<file path="config.mk">
export PLATFORM = sky130hd
export DESIGN_NAME = lamp_clk_gen
export DESIGN_NICKNAME = d
export VERILOG_FILES = /design/src/rtl/lamp_clk_pkg.sv /design/src/rtl/lamp_clk_ctrl.sv /design/src/rtl/lamp_clk_dp.sv /design/src/rtl/lamp_clk_gen.sv
export SDC_FILE = /design/constraint.sdc
export NUM_CORES = 1
export LEC_CHECK = 0
export ABC_AREA = 1
export BUFFER_PORTS_ARGS = -buffer_cell sky130_fd_sc_hd__buf_4
export CORE_AREA = 2 2 50 52
export CTS_CLUSTER_SIZE = 28
export DETAILED_ROUTE_END_ITERATION = 8
export DIE_AREA = 0 0 52 54
export PLACE_DENSITY_LB_ADDON = 0.05
export SLEW_MARGIN = 20
export SYNTH_ARGS = -nofsm -noshare
export SYNTH_HDL_FRONTEND = slang
export SYNTH_HIERARCHICAL = 1
export SYNTH_SLANG_ARGS = --single-unit
export TNS_END_PERCENT = 30
</file>
<file path="constraint.sdc">
create_clock -name oscIn -period 1.8 [get_ports oscIn]
set_input_delay 0.27 -clock oscIn [delete_from_list [all_inputs] [get_ports oscIn]]
set_output_delay 0.27 -clock oscIn [all_outputs]
set_load 0.1 [all_outputs]
</file>
<file path="src/rtl/lamp_clk_pkg.sv">
package lamp_clk_pkg;
  // One-cycle enables from the counter chain to the toggle stage.
  typedef struct packed {
    logic tickFast;  // end of a fast-counter wrap
    logic tickSlow;  // end of a slow-counter wrap (subset of tickFast)
  } tickStrobes_t;
endpackage

</file>
<file path="src/rtl/lamp_clk_ctrl.sv">
module lamp_clk_ctrl
  import lamp_clk_pkg::*;
#(
  parameter int DIV_FAST = 4000,
  parameter int DIV_SLOW = 200
) (
  input  logic         clk,
  input  logic         rstN,
  output tickStrobes_t ticks
);
  localparam int FAST_W = (DIV_FAST > 2) ? $clog2(DIV_FAST) : 1;
  localparam int SLOW_W = (DIV_SLOW > 2) ? $clog2(DIV_SLOW) : 1;
  localparam logic [FAST_W-1:0] FAST_LAST = FAST_W'(DIV_FAST - 1);
  localparam logic [SLOW_W-1:0] SLOW_LAST = SLOW_W'(DIV_SLOW - 1);

  logic [FAST_W-1:0] fastCnt;
  logic [SLOW_W-1:0] slowCnt;
  logic              fastWrap;
  logic              slowWrap;

  assign fastWrap = (fastCnt == FAST_LAST);
  assign slowWrap = fastWrap && (slowCnt == SLOW_LAST);

  always_ff @(posedge clk or negedge rstN) begin
    if (!rstN) begin
      fastCnt <= '0;
    end else if (fastWrap) begin
      fastCnt <= '0;
    end else begin
      fastCnt <= fastCnt + 1'b1;
    end
  end

  // The slow counter advances only on fast wraps.
  always_ff @(posedge clk or negedge rstN) begin
    if (!rstN) begin
      slowCnt <= '0;
    end else if (slowWrap) begin
      slowCnt <= '0;
    end else if (fastWrap) begin
      slowCnt <= slowCnt + 1'b1;
    end
  end

  assign ticks.tickFast = fastWrap;
  assign ticks.tickSlow = slowWrap;
endmodule

</file>
<file path="src/rtl/lamp_clk_dp.sv">
module lamp_clk_dp
  import lamp_clk_pkg::*;
(
  input  logic         clk,
  input  logic         rstN,
  input  tickStrobes_t ticks,
  output logic         sysClk,
  output logic         blinkClk,
  output logic         halfClk
);
  always_ff @(posedge clk or negedge rstN) begin
    if (!rstN) begin
      sysClk   <= 1'b0;
      blinkClk <= 1'b0;
      halfClk  <= 1'b0;
    end else begin
      if (ticks.tickFast) sysClk <= ~sysClk;
      if (ticks.tickSlow) blinkClk <= ~blinkClk;
      // Toggle on the fast tick that takes sysClk from high to low.
      if (ticks.tickFast && sysClk) halfClk <= ~halfClk;
    end
  end
endmodule

</file>
<file path="src/rtl/lamp_clk_gen.sv">
module lamp_clk_gen #(
  parameter int DIV_FAST = 4000,
  parameter int DIV_SLOW = 200
) (
  input  logic oscIn,
  input  logic rstN,
  output logic oscOut,
  output logic sysClkOut,
  output logic blinkClkOut,
  output logic halfClkOut
);
  lamp_clk_pkg::tickStrobes_t ticks;

  assign oscOut = oscIn;

  lamp_clk_ctrl #(
    .DIV_FAST(DIV_FAST),
    .DIV_SLOW(DIV_SLOW)
  ) uCtrl (
    .clk  (oscIn),
    .rstN (rstN),
    .ticks(ticks)
  );

  lamp_clk_dp uDp (
    .clk     (oscIn),
    .rstN    (rstN),
    .ticks   (ticks),
    .sysClk  (sysClkOut),
    .blinkClk(blinkClkOut),
    .halfClk (halfClkOut)
  );
endmodule

</file>
# Word level (Yosys, flattened, before mapping)
# Index checks and enable logic that the tools add are counted.
op_classes:
  n_addsub: 2
  n_eq_ne: 2
  n_mux: 3
  bitwise_logic: 3
  n_reduce_logical: 3
op_table:
  columns: ["cell", "count"]
  rows:
  - ["8-bit 2-to-1 mux", 2]
  - ["12-bit by 1-bit adder with 12-bit output, second input constant", 1]
  - ["12-bit == test, second input constant", 1]
  - ["12-bit 2-to-1 mux", 1]
  - ["8-bit by 1-bit adder with 8-bit output, second input constant", 1]
  - ["8-bit == test, second input constant", 1]
  - ["1-bit NOT", 3]
  - ["1-bit logical AND", 2]
  - ["2-bit nonzero test", 1]
totals:
  ff_bits: 23
  in_bits: 2
  out_inout_bits: 4
  wordCells: 18

# Depth between registers and ports, before layout
logic_depth:
  depth_word: 3
  mapped_depth: 12
  ltp_nobuf: 10

# Cells and area by module
# The synthesis kept the hierarchy.
by_module_without_submodules:
  columns: ["module", "instances", "cells_each", "area_each_um2", "seq_area_each_um2"]
  rows:
  - ["lamp_clk_ctrl", 1, 147, 1117.3, 500.5]
  - ["lamp_clk_dp", 1, 15, 123.9, 75.1]
  - ["lamp_clk_gen", 1, 1, 7.5, 0.0]

==> results.yml <==
status:
  status: "finished clean"
placement:
  post_dp_cell_area_um2: 1294
  dp_hpwl_um: 1561
  port_buffers: 5
  gp_congestion: 0.7828
synth:
  synth_fa_ha_area_share_pct: 2.004
  syn_nets: 167
  yosys_warnings: 6
  synth_top_family_by_area: "simple AND/OR/NAND/NOR gates"
  ys_types: 21
  synthMuxAreaShare_pct: 0
  syn_avg_cell_area_um2: 7.661
  synthFlopType: "dfrtp_1"
  synth-simple-area-share_pct: 34.17
  syn_inst: 163
  ys_seq_area_share_pct: 46.09
  synth_compound_area_share_pct: 3.707
  synth-seq-cells: 23
  yosys.area_share.xor_xnor_pct: 3.507
  synth_area_um2: 1249
  async_flop_share_pct: 100.0
  synth_edf_count: 0
pwr:
  total_switching_power_mw: 0.3657
  clkPwrFrac_pct: 50.7
  power.leakage_nw: 0.6900
  powerDensity_nw_per_um2: 794.4
  seq_power_share_pct: 48.1
  vdd_drop_max_mv: 1.391
  p_sw_share_pct: 34.04
  finalPower_mw: 1.074
  internal_power_mw: 0.7087
  power_frac_comb_pct: 1.2
timing:
  fin_tns_setup_ns: 0
  hold-worst-slack_ns: 0.2637
  maxSlewViolCount: 0
  worstMarginPinSlew_ns: 0.3500
  clock_skew_ns: 0.007842
  hold_viol_final: 0
  slew_headroom_pct: 76.58
  finalSetupViolCount: 0
  grt_setup_unrepaired: "false"
global_route:
  grt_start_max_net_pins: 24
  grt_pass1_vias: 941
  overflow: 0
  antenna_found_initial: 0
  grt_pass1_wl_um: 3877
  track_usage_pct: 18.97
drt:
  avgViaCountPerCell: 4.842
  totalWireLength_um: 2221
  route.detailed.wl_per_inst_um: 10.94
  drtIter0Drc: 12
  firstDrtPassIters: 4
  vias: 983
  drc: 0
  ant_nets: 0
setup_path:
  rr_endpoint: "uDp/blinkClk"
  reg2reg_from: "uCtrl/fastCnt[0]"
  end_kind: "output port"
  crit_start: "oscIn"
  path_buf_inv: 3
  crit_required_ns: 1.53
  reg2reg_depth: 10
  cp_slowest_cell: "buf_4"
  r2r_slack_ns: 0.36
  cp_num_cells: 3
  worstPathCellList: "clkbuf_4 > clkbuf_4 > buf_4"
  cp_slowest_stage_delay_ns: 0.22
  start_kind: "clock port"
  path_common_cell: "clkbuf_4"
  arrival_ns: 1.36
  crit_type: "clk -> out"
  cp-endpoint: "oscOut"
  crit_fanout: 2
  cp_top_family: "buffers and inverters"
floorplanning:
  die_h_um: 54
  rows: 18
  design.core.area_um2: 2320
  start_util_pct: 53.83
  boundaryPins: 6
  die_w_um: 52
  die_area_um2: 2808
finish:
  ff_latch_area_um2: 575.6
  final_cell_area_um2: 1353
  antenna_cells: 0
  multiInputGateArea_um2: 541.8
  drive_gt1_share_pct: 12.72
  final_net_count: 178
  fillerInstances: 221
  area_growth_pct: 8.317
clock_network:
  insertion_delay_ns: 0.41
  clk_pin_slew_worst_paths_ns: 0.13
  cts_tree: "built"
run:
  cap_violations: 0
worst_hold_path:
  hold_path_class: "in -> async"
-- cells in the final DEF (no fill, tap or decap) --
master / instances
nand3_1: 10
buf_4: 7
inv_2: 1
a21oi_1: 2
ha_1: 2
nand2_1: 46
clkbuf_4: 6
nor2_1: 24
o21ai_0: 3
xnor2_1: 1
o21bai_1: 1
nand4_1: 7
dfrtp_1: 23
nand2_2: 2
nor2_2: 4
clkbuf_1: 1
nor2_4: 2
nor3_1: 2
inv_1: 22
o211ai_1: 1
dlygate4sd3_1: 1
xor2_1: 4
a31oi_1: 1
-- worst register-to-register path, delay by kind of cell, from the launching register on --
kind | cells | cell delay, ns
flops | 1 | 0.39
buf+inv | 2 | 0.16
fa+ha+maj | 1 | 0.18
simple gates | 7 | 0.61
-- synthesized netlist by cell type (2+ instances only) --
cell type / instances / area, um2
inv_1: 22 / 82.58
nand2_2: 2 / 12.51
a21oi_1: 2 / 10.01
nand3_1: 10 / 50.05
nand4_1: 7 / 43.79
ha_1: 2 / 25.02
o21ai_0: 3 / 15.01
nor2_2: 4 / 25.02
dfrtp_1: 23 / 575.6
xor2_1: 4 / 35.03
nand2_1: 46 / 172.7
nor3_1: 2 / 10.01
buf_4: 3 / 22.52
nor2_4: 2 / 22.52
buf_6: 2 / 22.52
nor2_1: 24 / 90.09
-- registers in the layout, summed over array words and instances (netlist names) --
name and flops:
uDp/blinkClk 1, uCtrl/fastCnt 12, uDp/halfClk 1, uDp/sysClk 1
uCtrl/slowCnt 8
-- cells by family after synthesis --
family / count (synthesis)
simple gates: 97
compound gates: 8
buf+inv: 28
fa+ha+maj: 2
flops: 23
xor+xnor: 5
-- cell type report --
class                      instances  area share [%]
clock buffer                       8           4.163
inverter                          23           6.383
multi-input combinational        112           40.06
sequential                        23           42.55
tap                               30           2.775
timing repair buffer               7           4.070
-- per-layer routing --
metal / vias up / part of all wire, % / global-route usage, %
met4: 0 / 0.41 / 11.40
li1: 521 / - / -
met1: 451 / 51 / 24.73
met5: - / 0 / 0
met3: 2 / 1.8 / 2.500
met2: 9 / 47 / 30.17
-- through the flow --
stage | utilization, % | instances | setup slack (ns)
after floorplan | - | 163 | 0.2458
after detailed placement | 55.77 | 195 | 0.3752
after CTS | 58.31 | 203 | 0.1602
after global placement | 55.77 | 195 | 0.4185
after global routing | 58.31 | 203 | 0.1644
final | 58.31 | 203 | 0.1734
-- power by group through the flow --
| stage | clock [mW] | combinational, mW | sequential, mW |
|---|---|---|---|
| finish | 0.545 | 0.0129 | 0.517 |
| global route | 0.580 | 0.0156 | 0.517 |
| CTS | 0.565 | 0.0139 | 0.517 |
| detailed placement | 0.210 | 0.0122 | 0.526 |
| global placement | 0.210 | 0.0120 | 0.526 |
| floorplan | 0.210 | 0.000000336 | 0.527 |
-- worst min-delay path by stage --
stage	to	slack, ns
finish	uCtrl/fastCnt[11]	0.26
global route	uCtrl/fastCnt[11]	0.28
CTS	uCtrl/slowCnt[3]	0.26
detailed placement	uCtrl/fastCnt[11]	0.18
global placement	uCtrl/fastCnt[11]	0.18
floorplan	uCtrl/fastCnt[0]	-0.03
-- what timing repair did --
action                    4_1_cts  5_1_grt
gates resized for setup         0        0
setup buffers                   0        0
hold buffers                    1        0
hold endpoints to repair       23        0
No activity file was read; power rests on OpenSTA's default activity.
